==> src/rtl/serport_pkg.sv <==
// Shared types for the serial register-access port.
// Assumes nothing beyond IEEE 1800-2017 enum support.
package serport_pkg;

    // Access phase: instruction byte, one-clock width lookup, data bytes
    typedef enum logic [1:0] {
        PH_INSTR  = 2'd0,
        PH_LOOKUP = 2'd1,
        PH_DATA   = 2'd2
    } phase_t;

endpackage

==> src/rtl/serport_sync.sv <==
// Two-stage synchronizer for a bundle of asynchronous inputs.
// Assumes every bit of the bundle is sampled together so that data
// lines and the serial clock keep their relative alignment.
module serport_sync #(
    parameter int            W       = 1,
    parameter logic [W-1:0]  RST_VAL = '0
) (
    input  logic         clk,
    input  logic         rst_n,
    input  logic [W-1:0] d,
    output logic [W-1:0] q
);

    logic [W-1:0] meta;

    // Two flops in series, reset to the idle level of each input
    always_ff @(posedge clk) begin
        if (!rst_n) begin
            meta <= RST_VAL;
            q    <= RST_VAL;
        end else begin
            meta <= d;
            q    <= meta;
        end
    end

endmodule

==> src/rtl/serport_rx.sv <==
// Byte assembler for incoming serial bits.
// Takes one bit (single lane) or four bits (nibble lane, bit 3 first)
// per shift strobe and flags the strobe on which a byte completes.
// Assumes the lane mode does not change within a byte.
module serport_rx (
    input  logic       clk,
    input  logic       rst_n,
    input  logic       clear,
    input  logic       shift_en,
    input  logic       quad,
    input  logic [3:0] bits,
    output logic       byte_done,
    output logic [7:0] byte_val
);

    logic [3:0] cnt;
    logic [7:0] sh;
    logic [3:0] cnt_nx;

    // Next byte image and completion flag for the current strobe
    always_comb begin
        byte_val  = quad ? {sh[3:0], bits} : {sh[6:0], bits[0]};
        cnt_nx    = cnt + (quad ? 4'd4 : 4'd1);
        byte_done = shift_en && (cnt_nx == 4'd8);
    end

    // Bit counter and shift register, restarted on clear
    always_ff @(posedge clk) begin
        if (!rst_n) begin
            cnt <= '0;
            sh  <= '0;
        end else if (clear) begin
            cnt <= '0;
            sh  <= '0;
        end else if (shift_en) begin
            sh  <= byte_val;
            cnt <= byte_done ? 4'd0 : cnt_nx;
        end
    end

endmodule

==> src/rtl/serport_tx.sv <==
// Read-data shifter: loads a register image aligned to its top bits and
// presents one bit (line 0) or one nibble (lines 3..0) per shift strobe.
// Assumes the caller aligns the most significant register byte at the top.
module serport_tx #(
    parameter int DATA_W = 32
) (
    input  logic              clk,
    input  logic              rst_n,
    input  logic              load,
    input  logic [DATA_W-1:0] load_val,
    input  logic              shift_en,
    input  logic              quad,
    output logic [3:0]        out_bits
);

    logic [DATA_W-1:0] sh;

    // Load the image, then move the top bits to the output register
    always_ff @(posedge clk) begin
        if (!rst_n) begin
            sh       <= '0;
            out_bits <= '0;
        end else if (load) begin
            sh       <= load_val;
            out_bits <= '0;
        end else if (shift_en) begin
            if (quad) begin
                out_bits <= sh[DATA_W-1 -: 4];
                sh       <= sh << 4;
            end else begin
                out_bits <= {3'b000, sh[DATA_W-1]};
                sh       <= sh << 1;
            end
        end
    end

endmodule

==> src/rtl/serport_ctrl.sv <==
// Serial register-access port, slave side.
// An access is an instruction byte (read flag, address) followed by as
// many data bytes as the addressed register holds. Writes are handed to
// the register bank as one strobe with byte enables; reads are fetched
// through the lookup port and shifted out on falling serial clock edges.
// Assumes: clk runs at least four times faster than sclk (eight for
// reads), quad_mode is stable while cs_n is low, sync_abort is
// synchronous to clk, and the lookup answers combinationally.
module serport_ctrl
    import serport_pkg::*;
#(
    parameter int ADDR_W    = 5,
    parameter int MAX_BYTES = 4
) (
    input  logic                               clk,
    input  logic                               rst_n,
    input  logic                               cs_n,
    input  logic                               sclk,
    input  logic [3:0]                         sdio_in,
    output logic [3:0]                         sdio_out,
    output logic [3:0]                         sdio_oe,
    input  logic                               quad_mode,
    input  logic                               sync_abort,
    output logic [ADDR_W-1:0]                  look_addr,
    input  logic [$clog2(MAX_BYTES+1)-1:0]     look_bytes,
    input  logic [8*MAX_BYTES-1:0]             look_data,
    output logic                               wr_en,
    output logic [ADDR_W-1:0]                  wr_addr,
    output logic [8*MAX_BYTES-1:0]             wr_data,
    output logic [MAX_BYTES-1:0]               wr_be
);

    localparam int          DATA_W  = 8 * MAX_BYTES;
    localparam int          CNT_W   = $clog2(MAX_BYTES + 1);
    localparam int          SYN_W   = 6;
    localparam logic [5:0]  SYN_RST = 6'b10_0000;

    // ---- input synchronization and edge detection ----
    logic [SYN_W-1:0] syn_q;
    logic             cs_s, sclk_s, sclk_q;
    logic [3:0]       din_s;
    logic             rise, fall, end_early;

    serport_sync #(.W(SYN_W), .RST_VAL(SYN_RST)) u_sync (
        .clk   (clk),
        .rst_n (rst_n),
        .d     ({cs_n, sclk, sdio_in}),
        .q     (syn_q)
    );

    assign {cs_s, sclk_s, din_s} = syn_q;

    // Previous synchronized serial clock, for edge detection
    always_ff @(posedge clk) begin
        if (!rst_n) sclk_q <= 1'b0;
        else        sclk_q <= sclk_s;
    end

    assign rise      = !cs_s && sclk_s && !sclk_q;
    assign fall      = !cs_s && !sclk_s && sclk_q;
    assign end_early = sync_abort || cs_s;

    // ---- access state ----
    phase_t               phase;
    logic                 is_rd;
    logic [ADDR_W-1:0]    addr;
    logic [CNT_W-1:0]     width;
    logic [CNT_W-1:0]     done;
    logic [DATA_W-1:0]    acc;

    // ---- byte assembly ----
    logic                 rx_shift, rx_done;
    logic [7:0]           rx_byte;

    assign rx_shift = rise && !end_early && (phase != PH_LOOKUP);

    serport_rx u_rx (
        .clk       (clk),
        .rst_n     (rst_n),
        .clear     (end_early),
        .shift_en  (rx_shift),
        .quad      (quad_mode),
        .bits      (din_s),
        .byte_done (rx_done),
        .byte_val  (rx_byte)
    );

    // ---- width resolution and read image ----
    logic                 present;
    logic [CNT_W-1:0]     w_res;
    logic [DATA_W-1:0]    rd_image;

    // Clamp the looked-up width; an absent register is one zero byte
    always_comb begin
        present = (look_bytes != '0);
        if (!present)
            w_res = CNT_W'(1);
        else if (look_bytes > CNT_W'(MAX_BYTES))
            w_res = CNT_W'(MAX_BYTES);
        else
            w_res = look_bytes;
        rd_image = present ? (look_data << (8 * (MAX_BYTES - int'(w_res)))) : '0;
    end

    // ---- read shifter ----
    logic       tx_load, tx_shift;
    logic [3:0] tx_bits;

    assign tx_load  = (phase == PH_LOOKUP) && !end_early;
    assign tx_shift = fall && !end_early && (phase == PH_DATA) && is_rd;

    serport_tx #(.DATA_W(DATA_W)) u_tx (
        .clk      (clk),
        .rst_n    (rst_n),
        .load     (tx_load),
        .load_val (rd_image),
        .shift_en (tx_shift),
        .quad     (quad_mode),
        .out_bits (tx_bits)
    );

    // ---- write commit ----
    logic [CNT_W-1:0]     k_nx, cm_k;
    logic [DATA_W-1:0]    acc_nx, cm_acc, cm_data;
    logic [MAX_BYTES-1:0] cm_be;
    logic                 commit_now;

    // Byte count and collected bytes after this clock's strobe
    always_comb begin
        k_nx   = rx_done ? done + CNT_W'(1) : done;
        acc_nx = rx_done ? ((acc << 8) | DATA_W'(rx_byte)) : acc;
    end

    // Decide on a commit and place the collected bytes into their lanes
    always_comb begin
        commit_now = (phase == PH_DATA) && !is_rd &&
                     ((end_early && done != '0) ||
                      (!end_early && rx_done && k_nx == width));
        cm_k    = end_early ? done : k_nx;
        cm_acc  = end_early ? acc  : acc_nx;
        cm_data = cm_acc << (8 * (int'(width) - int'(cm_k)));
        for (int j = 0; j < MAX_BYTES; j++) begin
            cm_be[j] = (j < int'(width)) && (j >= int'(width) - int'(cm_k));
        end
    end

    // Access sequencing and the registered write port
    always_ff @(posedge clk) begin
        if (!rst_n) begin
            phase   <= PH_INSTR;
            is_rd   <= 1'b0;
            addr    <= '0;
            width   <= CNT_W'(1);
            done    <= '0;
            acc     <= '0;
            wr_en   <= 1'b0;
            wr_addr <= '0;
            wr_data <= '0;
            wr_be   <= '0;
        end else begin
            wr_en <= commit_now;
            if (commit_now) begin
                wr_addr <= addr;
                wr_data <= cm_data;
                wr_be   <= cm_be;
            end
            if (end_early) begin
                phase <= PH_INSTR;
                done  <= '0;
                acc   <= '0;
            end else begin
                case (phase)
                    PH_INSTR: begin
                        if (rx_done) begin
                            is_rd <= rx_byte[7];
                            addr  <= rx_byte[ADDR_W-1:0];
                            phase <= PH_LOOKUP;
                        end
                    end
                    PH_LOOKUP: begin
                        width <= w_res;
                        done  <= '0;
                        acc   <= '0;
                        phase <= PH_DATA;
                    end
                    PH_DATA: begin
                        if (rx_done) begin
                            done <= k_nx;
                            acc  <= acc_nx;
                            if (k_nx == width) phase <= PH_INSTR;
                        end
                    end
                    default: phase <= PH_INSTR;
                endcase
            end
        end
    end

    // ---- outputs ----
    assign look_addr = addr;
    assign sdio_out  = tx_bits;
    assign sdio_oe   = ((phase == PH_DATA) && is_rd && !cs_s) ?
                       (quad_mode ? 4'hF : 4'h1) : 4'h0;

endmodule

==> config.mk <==
export PLATFORM = sky130hd
export DESIGN_NAME = serport_ctrl
export DESIGN_NICKNAME = d
export VERILOG_FILES = /design/src/rtl/serport_pkg.sv /design/src/rtl/serport_sync.sv /design/src/rtl/serport_rx.sv /design/src/rtl/serport_tx.sv /design/src/rtl/serport_ctrl.sv
export SDC_FILE = /design/constraint.sdc
export NUM_CORES = 1
export LEC_CHECK = 0
export CORE_AREA = 10 10 105 177
export CTS_CLUSTER_DIAMETER = 30
export CTS_CLUSTER_SIZE = 12
export DETAILED_ROUTE_END_ITERATION = 6
export DIE_AREA = 0 0 115 187
export GPL_TIMING_DRIVEN = 1
export PLACE_DENSITY = 0.75
export SYNTH_ARGS = -nofsm -noshare
export SYNTH_HDL_FRONTEND = slang
export SYNTH_SLANG_ARGS = --single-unit
==> constraint.sdc <==
create_clock -name clk -period 5.3 [get_ports clk]
set_input_delay 1.06 -clock clk [delete_from_list [all_inputs] [get_ports clk]]
set_output_delay 1.06 -clock clk [all_outputs]
set_load 0.1 [all_outputs]
Word-level counts from Yosys, hierarchy flattened
Cells that the tools add are included.

word-level totals
  bits in registers = 148
  input bits = 45
  output and inout bits = 55

operators by class
  $add $sub $neg = 4
  magnitude comparators = 9
  eq/ne operators = 8
  shift-type cells = 2
  multiplexer cells = 24
  bitwise gates (word level) = 3
  reduce and logical (&&, ||, !) cells = 40

operator list
  operator              count
  $mux W32              7
  $pmux W32 S2          1
  $shl A32 B32 Y32      2
  $or A32 B8 Y32        1
  $logic_and A1 B1 Y1   22
  $mux W3               6
  $mux W4               4
  $ge A3 B4 Y1 const A  2
  $mux W8               1
  $lt A1 B3 Y1 const A  2
  $lt A2 B3 Y1 const A  2
  $mux W2               3
  $ne A2 B2 Y1 const B  3
  $pmux W2 S3           1
  $pmux W3 S2           1
  $reduce_and A3 Y1     2
  $reduce_bool A3 Y1    2
  $logic_not A1 Y1      5
  $add A4 B4 Y4         1
  $eq A4 B4 Y1 const B  1
  $ge A1 B4 Y1 const A  1
  $ge A2 B4 Y1 const A  1
  $reduce_and A2 Y1     2
  $reduce_bool A2 Y1    2
  12 further kinds      15

Longest topological paths before layout
Gate-level depths: netlist (run 1).

  depth after elaboration = 11
  depth in mapped cells = 21
  depth with buffers taken out = 16

Cells and area by module
Synthesis (run 1) repeated with hierarchy kept, for this count alone.

second synthesis, totals
  cell total of the unflattened synthesis = 875
  area, all modules = 7587.3 µm²

by module, submodules not included
  module        instances  cells an instance  area each (µm²)  seq. area each (µm²)
  serport_ctrl  1          590                4782.1           1781.7
  serport_tx    1          199                1884.3           720.7
  serport_rx    1          61                 586.8            220.2
  serport_sync  1          25                 334.1            240.2

Worst setup path before layout (run 1)
Ideal clock, no wire load.

  kind = register -> output
  from = reg phase[0]
  to = out sdio_oe[2]
  arrival time = 4.457 ns
  data required time = 4.240 ns
  slack = -0.217 ns
  cell stages (with the launch flop) = 6
  path through = dfxtp_1 buf_2 nand2b_1 nor3b_1 and2_1 buf_4

on the way
  cells in the longest elaborated chain, start to end = 4

RTL lines
  what                               RTL line             source
  start: declaration                 serport_ctrl.sv:64   phase_t phase;
  start signal: assignment           serport_ctrl.sv:150  phase <= PH_INSTR;
  start signal: assignment           serport_ctrl.sv:168  phase <= PH_INSTR;
  start signal: assignment           serport_ctrl.sv:177  phase <= PH_LOOKUP;
  $eq A2 B2 Y1                       serport_ctrl.sv:202  assign sdio_oe = ((phase == PH_DATA) && is_rd && !cs_s) ?
  $logic_and A1 B1 Y1 (2 in series)  serport_ctrl.sv:202
  $mux W4                            serport_ctrl.sv:202
  end: declaration                   serport_ctrl.sv:21   output logic [3:0] sdio_oe,

No other way between the ends.

Final worst setup path (run 1)
  from = in quad_mode
  to = reg wr_data[19]

on the way
  cells in the longest elaborated chain, start to end = 9
  elaborated cells between the ends (all ways) = 17

RTL lines
  what                                                                   RTL line             source
  start: declaration                                                     serport_ctrl.sv:22   input logic quad_mode,
  parallel branches: the longest is 9 deep, another holds $add A4 B4 Y4  -
  end signal: assignment                                                 serport_ctrl.sv:164  wr_data <= cm_data;
  end: declaration                                                       serport_ctrl.sv:29   output logic [8*MAX_BYTES-1:0] wr_data,

Several ways; the timed one is not identified.
A chain may end at the register's enable or synchronous reset.

==> results by group, run 1 <==
Critical path
  – Crit end category: flip-flop
  – Crit. Startpoint: quad_mode
  – Crit-path max FO: 12
  – Reg2Reg Depth: 15
  – CP max stage delay: just over 0.4 ns
  – Startpoint types: input port
  – Cell Chain, Critical Path: buf_2, inv_1, ha_1, ha_1, xnor2_1, nand4_1, nor2_1, buf_4, nand2_1, xnor2_1, ha_1, xnor2_1, nor2_2, a21boi_2, nand4b_1, nor3_1, a221o_1
  – RR Endpoint: wr_data[19]$_SDFFE_PN0P_
  – Critical Path Slowest Stage Cell: a21boi_2
  – Worst setup path class: in -> reg
  – Reg2reg start: u_rx.cnt[0]$_SDFFE_PP0P_
  – Critical path required time: roughly 5.7 ns
  – WP data arrival: just under 5 ns
  – R2R Setup Slk: between 1 and 1.5 ns

Cells and area
  – N_diodes: 0
  – Final Non-Filler Cells: roughly 1200
  – Nets: about 1000
  – Finished Cell Area: 9350 um^2
  – Area grow syn2layout: 22.6%
  – Ratio of cells with drive above 1 in the final layout: 9.92%

CTS
  – Max Root-Sink Buffers: 2
  – CTS tree: built
  – H-tree depth: 4
  – PostCTS Resize Cnt: 0
  – Post-CTS Setup Inserts: 0
  – Clk slew on worst S/H paths: ~0.07 ns
  – Root cell of the clock tree: clkbuf_16
  – Clock insertion delay at the later pin of the skew report: approximately 0.43 ns
  – Num CTS Buffers: 17
  – CTS Hold Bufs: 0
  – Sink Count: 148

STA
  – Fin Setup TNS: 0 ns
  – Final Hold Slack: 0.435 ns
  – Max frequency: roughly 220 MHz
  – Final hold violations: 0
  – RSZ-0062 raised after global routing: no
  – Clock Skew: approximately 0.012 ns
  – Slack of the critical path: around 0.83 ns
  – Worst-Margin Slew: between 1 and 1.5 ns
  – Tcrit/Tclk final: 84.3%
  – Final setup violating endpoints: 0
  – Worst slew margin: a little over a quarter
  – Final min period: 4.47 ns
  – Final number of max-transition violations: 0

Status
  – Status: finished clean

Global route
  – Number of global-route vias before repair: just over 7000
  – Largest net degree at the start of global routing: between 40 and 50
  – First-pass GRT wire length: 38600 um
  – Initial antenna violation count: 0
  – Gr usage total: 22.5%
  – Total global routing overflow: 0

Power
  – Switching pwr: slightly above 600 uW
  – Combinational power share: 5.7%
  – Flop pwr share: 45.1%
  – Static leakage: 0.00335 uW
  – Internal Power: 1870 uW
  – Power density cells: 265 nW/um^2
  – Sw Ratio: approximately a quarter
  – VDD IR max: approximately 0.00018 V
  – Clock power frac: slightly below 50%

Yosys
  – Top post-synthesis cells by count: dfxtp_1 (148), a21oi_1 (122), nor2_1 (97)
  – Register area share after synthesis: around two fifths
  – Syn avg cell area: 8.35 um^2
  – Netlist cell types: 69
  – Most used DFF post-synth: dfxtp_1
  – Top post-synthesis cells by area: dfxtp_1 (39%), a21oi_1 (8.0%), mux2i_1 (6.0%), nor2_1 (4.8%), nand2_1 (4.7%)
  – Ys Warns: 0
  – Net Count, Synth: ~970
  – Most common cell in the netlist: dfxtp_1
  – Synthesis-stage register bit count: about 150
  – Post-Syn Instances: between 900 and 1000
  – Mapped cell area: 7620 um^2
  – Leading area contributor after synthesis: dfxtp_1
  – Ys async rst share: 0%
  – Share of the synthesized area in the top cell type: 38.9%
  – Post-synth EDFFs: 0

Floorplanning
  – Die Footprint: 21500 um^2
  – Die Ht: around 190 um
  – Die Wd: 115 um
  – I/O pin count: 100
  – Starting density of the core: about half
  – Core Region: 15700 um^2
  – Cell Rows: around 60

Place
  – Place WS: about 0.53 ns
  – Placed insts: approximately 1200
  – Port bufs: 99
  – Placement-stage cell area: roughly 9000 um^2
  – Routability cong.: a little over 1
  – Hpwl dp: 18200 um

Detailed routing
  – DRC: 0
  – Pre-Repair DR Iteration Count: 6
  – Mean routed wirelength per cell: approximately 21 um
  – Drt initial violations: between 500 and 600
  – Routed Wire Length: roughly 25000 um
  – Via density: 6.23
  – Via count: between 7000 and 8000
  – DRT antenna net count: 0

Run
  – Max_cap viols: 0

Hold path
  – Min-delay src: u_sync.meta[2]$_SDFF_PN0_
  – End of the worst hold path: u_sync.q[2]$_SDFF_PN0_
  – Worst hold stages: 1
  – Type of the most critical hold path: reg -> reg
==> cells in the final DEF (no fill, tap or decap), drive strengths merged, types with 8 or more instances in the layout <==
cell / n
ha: 9
and2: 14
nand3: 22
dfxtp: 148
o22ai: 13
mux2i: 46
nor3: 17
inv: 28
nand2: 95
a211oi: 19
a22oi: 26
clkbuf: 18
mux4: 8
a21oi: 122
nor2: 97
clkdlybuf4s50: 97
o21ai: 42
mux2: 14
nand2b: 8
o211ai: 13
and3: 14
buf: 27
==> final cells by class <==
class	count	area, um^2
fill	1366	6370
multi-input combinational	673	4300
sequential	148	2960
timing repair buffer	124	1170
clock buffer	18	439
tap	189	236
clock inverter	14	161
inverter	21	78.8
==> through the flow <==
stage	power [uW]	util, %
final	2480	59.5
after global routing	2550	59.5
after CTS	2490	59.5
after detailed placement	1290	55.7
after global placement	1290	55.7
after floorplan	1220	-
==> state kept, by name, indices dropped and copies added (netlist names) <==
name / cells
is_rd: 1
wr_addr: 5
width: 3
u_tx.out_bits: 4
u_rx.cnt: 4
acc: 32
u_tx.sh: 32
wr_data: 32
phase: 2
look_addr: 5
sclk_q: 1
u_sync.q: 6
wr_en: 1
u_sync.meta: 6
wr_be: 4
u_rx.sh: 7
done: 3
==> cells by family (layout without fill, tap and decap cells) <==
group                    count (synthesis)  after routing  share of synthesized area, %
XOR/XNOR                                10             10                          1.44
flip-flops                             148            148                          38.9
AND/OR/NAND/NOR                        293            293                          18.0
multiplexers                            68             68                          10.5
buffers and inverters                   92            177                          5.17
AO/OA/AOI/OAI                          292            292                          24.3
adder cells (fa/ha/maj)                 10             10                          1.74
==> critical path: cells and delay by family <==
kind	cells	cell delay, ns
AOI/OAI and AO/OA	2	0.55
xor gates and xnor gates	3	0.60
adders and majority gates	3	0.81
buffers and inverters	3	0.49
and+or+nand+nor	6	1.33
==> worst max path at each step <==
stage	end	depth (start not counted)	slack [ns]
floorplan	wr_data[16]$_SDFFE_PN0P_	19	0.05
global placement	wr_data[3]$_SDFFE_PN0P_	16	0.66
detailed placement	wr_data[19]$_SDFFE_PN0P_	17	0.53
CTS	sdio_oe[1]	4	0.88
global route	wr_data[25]$_SDFFE_PN0P_	17	0.52
finish	wr_data[19]$_SDFFE_PN0P_	17	0.83
==> routing by layer <==
| metal | vias up | share of wire [%] | track usage, % | routed length [um] |
|---|---|---|---|---|
| met2 | 329 | 54 | 40.2 | 13300 |
| met1 | 3519 | 35 | 23.3 | 8800 |
| met5 | - | 0 | 0 | 0 |
| met4 | 0 | 5.0 | 12.7 | 1230 |
| li1 | 3467 | - | - | - |
| met3 | 79 | 6.0 | 4.43 | 1490 |
==> power by group through the flow <==
stage | clock [uW] | combinational (uW) | sequential [uW]
global route | 1280 | 152 | 1120
CTS | 1230 | 141 | 1120
floorplan | 0 | 80.5 | 1140
detailed placement | 0 | 141 | 1140
finish | 1220 | 142 | 1120
global placement | 0 | 141 | 1140
Power figures use the tool's default switching activity.
==> run 2: changes to the inputs <==
- clock period: 5.3 -> 3.8 ns (I/O delays scaled with it)
==> run 2 against run 1 <==
Clock-buffer cell count up 1. Critical path depth down 2. Power up 40%. Largest power group unchanged. Non-clock buffer count up 52.
==> results by group, run 2 (synthesis gave the netlist of run 1 again) <==
Cells and area
  – Multi-input gate area: 4390 um^2 (+2.0%)
  – Commonest non-fill, non-tap cell in the layout: dfxtp_1
  – Finished Cell Area: 9840 um^2 (+5.2%)
  – Ratio of cells with drive above 1 in the final layout: 16.2% (+6.3 points)
  – # fillers: 1364 (-0.15%)
  – Leading cell types in the layout, fill and taps excluded: dfxtp_1 (148), a21oi_1 (120), nand2_1 (95), clkdlybuf4s50_1 (93), nor2_1 (92)
  – Nets: 1092 (+5.0%)
  – Largest registers: acc x32, u_tx.sh x32, wr_data x32
  – Area grow syn2layout: 29.0%
  – Final Non-Filler Cells: 1239 (+4.4%)
  – Register Area: 2960 um^2 (unchanged)
  – N_diodes: 0 (unchanged)

STA
  – RSZ-0062 raised after global routing: no
  – Final min period: between 3 and 4 ns
  – Final number of max-transition violations: 0 (unchanged)
  – Clock Skew: 0.0125 ns (+0.000453 ns)
  – Worst-Margin Slew: 1.00 ns (-0.0965 ns)
  – Worst slew margin: 33.1% (+6.7 points)
  – Tcrit/Tclk final: a little over nine tenths
  – Final hold violations: 0 (unchanged)
  – Max frequency: about 280 MHz
  – Final setup violating endpoints: 0 (unchanged)

Power
  – Combinational power share: 6.2% (+0.5 points)
  – VDD IR max: 0.000276 V (+50%)
  – Switching pwr: 850 uW (+39%)
  – Flop pwr share: 45.0% (about the same)
  – Power density cells: 353 nW/um^2 (+33%)
  – Clock power frac: 48.8% (-0.4 points)
  – Internal Power: 2620 uW (+40%)
  – Sw Ratio: 24.5% (-0.22 points)
  – Static leakage: 0.00364 uW (+8.5%)

Global route
  – First-pass GRT wire length: 40500 um (+4.9%)
  – Total global routing overflow: 0 (unchanged)
  – Gr usage total: 23.7% (+1.2 points)
  – Number of global-route vias before repair: 7510 (+5.3%)
  – Initial antenna violation count: 0 (unchanged)
  – Largest net degree at the start of global routing: 49 (unchanged)

Detailed routing
  – Via density: 6.15 (-1.3%)
  – Via count: 7614 (+3.0%)
  – Routed Wire Length: 26000 um (+4.6%)
  – DRC: 0 (unchanged)
  – Drt initial violations: 432 (-17%)
  – DRT antenna net count: 0 (unchanged)
  – Mean routed wirelength per cell: 21.0 um (+0.24%)
  – Pre-Repair DR Iteration Count: 5 (-1)

Critical path
  – RR Endpoint: wr_data[22]$_SDFFE_PN0P_
  – Cell Chain, Critical Path: clkdlybuf4s50_1, nor4b_4, nand4_1, nor2_1, buf_4, xnor2_2, ha_2, fa_2, xnor2_1, buf_4, nor2_4, a21boi_4, nand4b_1, nor3_1, a221o_1
  – Reg2reg start: u_rx.cnt[2]$_SDFFE_PP0P_
  – R2R Setup Slk: 0.41 ns (-0.98 ns)
  – WP data arrival: 3.98 ns (-0.86 ns)
  – Reg2Reg Depth: 15 (unchanged)
  – Startpoint types: input port
  – Worst Setup EP: wr_data[20]$_SDFFE_PN0P_
  – Crit path depth: 15 (-2)
  – Crit. Startpoint: sync_abort
  – Crit-path most repeated cell: buf_4
  – Critical Path Slowest Stage Cell: clkdlybuf4s50_1
  – CP max stage delay: 0.49 ns (+0.08 ns)
  – Delay-heaviest family, CP: simple AND/OR/NAND/NOR gates
  – Crit end category: flip-flop
  – Worst Path Buf+Inv: 3 (unchanged)
  – Critical path required time: 4.17 ns (-1.50 ns)
  – Crit-path max FO: 5 (-7)
  – Worst setup path class: in -> reg

Place
  – Hpwl dp: 19100 um (+4.6%)
  – Placed insts: 1207 (+4.5%)
  – Routability cong.: 0.967 (-4.9%)
  – Port bufs: 99 (unchanged)
  – Placement-stage cell area: 9240 um^2 (+5.6%)

Floorplanning
  – Die Footprint: 21500 um^2 (unchanged)
  – Cell Rows: 61 (unchanged)
  – Die Ht: 187 um (unchanged)
  – Die Wd: 115 um (unchanged)
  – Starting density of the core: 48.5% (unchanged)
  – I/O pin count: 100 (unchanged)
  – Core Region: 15700 um^2 (unchanged)

CTS
  – Clock insertion delay at the later pin of the skew report: 0.43 ns (about the same)
  – Root cell of the clock tree: clkbuf_16
  – CTS tree: built
  – Post-CTS Setup Inserts: 0 (unchanged)
  – Clk slew on worst S/H paths: 0.07 ns (about the same)
  – Sink Count: 148 (unchanged)
  – CTS Hold Bufs: 0 (unchanged)
  – Num CTS Buffers: 17 (unchanged)
  – Max Root-Sink Buffers: 2 (unchanged)
  – H-tree depth: 4 (unchanged)

Hold path
  – Worst hold stages: 1 (unchanged)
  – Min-delay src: u_sync.meta[5]$_SDFF_PN1_
  – Type of the most critical hold path: reg -> reg

Status
  – Status: finished clean

Run
  – Max_cap viols: 0 (unchanged)
## run 2: per-stage QoR
| step | utilization [%] | TNS (ns) | total power [uW] | worst slack (ns) | hold slack [ns] |
|---|---|---|---|---|---|
| 6_report | 62.6 | 0 | 3470 | 0.195 | 0.414 |
| 5_1_grt | 62.6 | 0 | 3560 | 0.0192 | 0.434 |
| 4_1_cts | 62.5 | 0 | 3480 | 0.215 | 0.416 |
| 3_5_place_dp | 58.8 | -3.22 | 1810 | -0.222 | 0.400 |
| 3_3_place_gp | 58.8 | -1.63 | 1810 | -0.154 | 0.394 |
| 2_1_floorplan | - | -5.23 | 1710 | -0.303 | 0.386 |
## run 2: power groups by stage
stage	sequential (uW)	clock [uW]	combinational, uW
after floorplan	1590	0	119
after detailed placement	1600	0	213
after CTS	1560	1710	214
after global routing	1560	1770	230
after global placement	1600	0	211
final	1560	1700	216
## run 2: worst min path at each step
stage	end	slack [ns]
6_report	u_sync.q[5]$_SDFF_PN1_	0.41
5_1_grt	u_sync.q[5]$_SDFF_PN1_	0.43
4_1_cts	u_sync.q[5]$_SDFF_PN1_	0.42
3_5_place_dp	u_sync.q[5]$_SDFF_PN1_	0.40
3_3_place_gp	u_sync.q[5]$_SDFF_PN1_	0.39
2_1_floorplan	u_sync.q[5]$_SDFF_PN1_	0.39
## run 2: layer usage
metal | GRT usage, % | up-vias | routed length [um]
met5 | 0 | - | 0
met4 | 18.4 | 0 | 2100
met3 | 5.43 | 128 | 1660
met2 | 41.0 | 352 | 13400
met1 | 23.3 | 3574 | 8790
li1 | - | 3560 | -
## run 2: cell type report
| type | count | area share, % |
|---|---|---|
| clock buffer | 19 | 4.60 |
| timing repair buffer | 176 | 16.0 |
| inverter | 21 | 0.852 |
| sequential | 148 | 30.1 |
| tap | 189 | 2.40 |
| multi-input combinational | 673 | 44.6 |
| clock inverter | 13 | 1.39 |
## run 2: what timing repair did
action | CTS | global route
hold endpoints to repair | 0 | 0
gates resized for setup | 0 | 3
endpoints found under the setup margin | 0 | 3
==> run 3: changes to the inputs <==
- CTS_BUF_LIST: not set -> sky130_fd_sc_hd__clkbuf_16
==> run 3 against run 2 <==
Global-route usage about the same. Final cell count unchanged. Register-to-register slack about the same. Via count decreased by 0.88%. Largest power group unchanged. Die area unchanged. Clock skew increased by 0.0017 ns. Non-clock buffer count unchanged.
==> results by group, run 3 (synthesis gave the netlist of run 1 again) <==
STA
  – Final hold violations: 0 (unchanged)
  – Final setup violating endpoints: 0 (unchanged)
  – Worst slew margin: 32.9% (-0.19 points)
  – Max frequency: 277 MHz (-0.16%)
  – Final number of max-transition violations: 0 (unchanged)
  – RSZ-0062 raised after global routing: no
  – Fin Setup TNS: 0 ns (unchanged)
  – Final min period: 3.61 ns (+0.00572 ns)
  – Tcrit/Tclk final: 95.0% (+0.15 points)
  – Worst-Margin Slew: 1.00 ns (+0.00282 ns)
  – Clock Skew: 0.0142 ns (+0.00174 ns)

Critical path
  – WP data arrival: 3.98 ns (about the same)
  – Crit-path max FO: 5 (unchanged)
  – Startpoint types: input port
  – Crit end category: flip-flop
  – Critical path required time: 4.17 ns (about the same)
  – Reg2Reg Depth: 15 (unchanged)
  – Worst setup path class: in -> reg

Detailed routing
  – Drt initial violations: 449 (+3.9%)
  – Pre-Repair DR Iteration Count: 7 (+2)
  – Via count: 7547 (-0.88%)
  – DRC: 0 (unchanged)
  – Routed Wire Length: 25800 um (-0.55%)
  – Mean routed wirelength per cell: 20.8 um (-0.55%)
  – Via density: 6.09 (-0.88%)
  – DRT antenna net count: 0 (unchanged)

CTS
  – Root cell of the clock tree: clkbuf_16
  – H-tree depth: 4 (unchanged)
  – PostCTS Resize Cnt: 0 (unchanged)
  – Sink Count: 148 (unchanged)
  – Max Root-Sink Buffers: 2 (unchanged)
  – Clk slew on worst S/H paths: 0.06 ns (about the same)
  – Clock insertion delay at the later pin of the skew report: 0.42 ns (about the same)
  – CTS tree: built
  – Num CTS Buffers: 17 (unchanged)
  – CTS Hold Bufs: 0 (unchanged)
  – Post-CTS Setup Inserts: 0 (unchanged)

Status
  – Status: finished clean

Global route
  – Initial antenna violation count: 0 (unchanged)
  – Total global routing overflow: 0 (unchanged)
  – Number of global-route vias before repair: 7499 (-0.15%)
  – First-pass GRT wire length: 40500 um (about the same)
  – Largest net degree at the start of global routing: 49 (unchanged)
  – Gr usage total: 23.7% (about the same)

Cells and area
  – Largest registers: acc x32, u_tx.sh x32, wr_data x32
  – Commonest non-fill, non-tap cell in the layout: dfxtp_1
  – Area grow syn2layout: 28.8%
  – Multi-input gate area: 4390 um^2 (unchanged)
  – Register Area: 2960 um^2 (unchanged)
  – Leading cell types in the layout, fill and taps excluded: dfxtp_1 (148), a21oi_1 (120), nand2_1 (95), clkdlybuf4s50_1 (93), nor2_1 (92)
  – Finished Cell Area: 9820 um^2 (-0.20%)
  – N_diodes: 0 (unchanged)
  – Nets: 1092 (unchanged)
  – # fillers: 1367 (+0.22%)
  – Post-Route Utilization: 62.4% (-0.13 points)
  – Ratio of cells with drive above 1 in the final layout: 16.0% (-0.19 points)

Power
  – Power density cells: 349 nW/um^2 (-1.2%)
  – VDD IR max: 0.000272 V (-1.5%)
  – Static leakage: 0.00363 uW (-0.31%)
  – Total power: 3420 uW (-1.4%)

Place
  – Placement-stage cell area: 9240 um^2 (unchanged)
  – Port bufs: 99 (unchanged)
  – Hpwl dp: 19100 um (unchanged)
  – Routability cong.: 0.967 (unchanged)

Hold path
  – Worst hold stages: 1 (unchanged)
  – Type of the most critical hold path: reg -> reg

Floorplanning
  – Die Ht: 187 um (unchanged)
  – Starting density of the core: 48.5% (unchanged)
  – Core Region: 15700 um^2 (unchanged)
  – Die Footprint: 21500 um^2 (unchanged)
  – I/O pin count: 100 (unchanged)
  – Die Wd: 115 um (unchanged)
  – Cell Rows: 61 (unchanged)

Run
  – Max_cap viols: 0 (unchanged)
## run 3: cell count changes in the layout (fill, tap and decap cells not counted)
cell      before  now
clkinv_1       0    2
clkbuf_8       2    0
## run 3: where the power goes
part           total, uW  switching [uW]  internal [uW]
logic                216             110            106
registers           1560            4.84           1560
clock network       1650             725            920
## run 3: worst paths after layout
| path | startpoint | slack, ns | to |
|---|---|---|---|
| worst max-delay path | sync_abort | 0.19 | wr_data[20]$_SDFFE_PN0P_ |
| worst min-delay path | u_sync.meta[5]$_SDFF_PN1_ | 0.41 | u_sync.q[5]$_SDFF_PN1_ |
| worst max register to register | u_rx.cnt[2]$_SDFFE_PP0P_ | 0.41 | wr_data[22]$_SDFFE_PN0P_ |
| worst min register to register | u_sync.meta[5]$_SDFF_PN1_ | 0.41 | u_sync.q[5]$_SDFF_PN1_ |
## run 3: worst max-delay path: stages
cell and delay (ns):
clkdlybuf4s50_1 0.49, nor4b_4 0.30, nand4_1 0.15, nor2_1 0.22, buf_4 0.17, xnor2_2 0.06, ha_2 0.20, fa_2 0.42
xnor2_1 0.14, buf_4 0.15, nor2_4 0.11, a21boi_4 0.21, nand4b_1 0.24, nor3_1 0.22, a221o_1 0.13
## run 3: through the flow
step                      std cells  hold slack, ns  setup WS, ns
final                          1239           0.413         0.189
after global routing           1239           0.434        0.0179
after CTS                      1239           0.416         0.214
after detailed placement       1207           0.400        -0.222
after global placement         1207           0.394        -0.154
after floorplan                 913           0.386        -0.303
## run 3: cell type report
class / count / share of cell area (%)
Timing Repair Buffer: 176 / 16.0
Sequential cell: 148 / 30.2
Clock buffer: 17 / 4.33
Multi-Input combinational cell: 673 / 44.7
Tap cell: 189 / 2.41
Clock inverter: 15 / 1.47
Inverter: 21 / 0.854
## run 3: layer usage
metal | track usage [%] | routed length (um) | vias up
met3 | 5.30 | 1510 | 116
li1 | - | - | 3563
met1 | 23.4 | 8820 | 3531
met2 | 41.1 | 13400 | 337
met5 | 0 | 0 | -
met4 | 18.3 | 2080 | 0
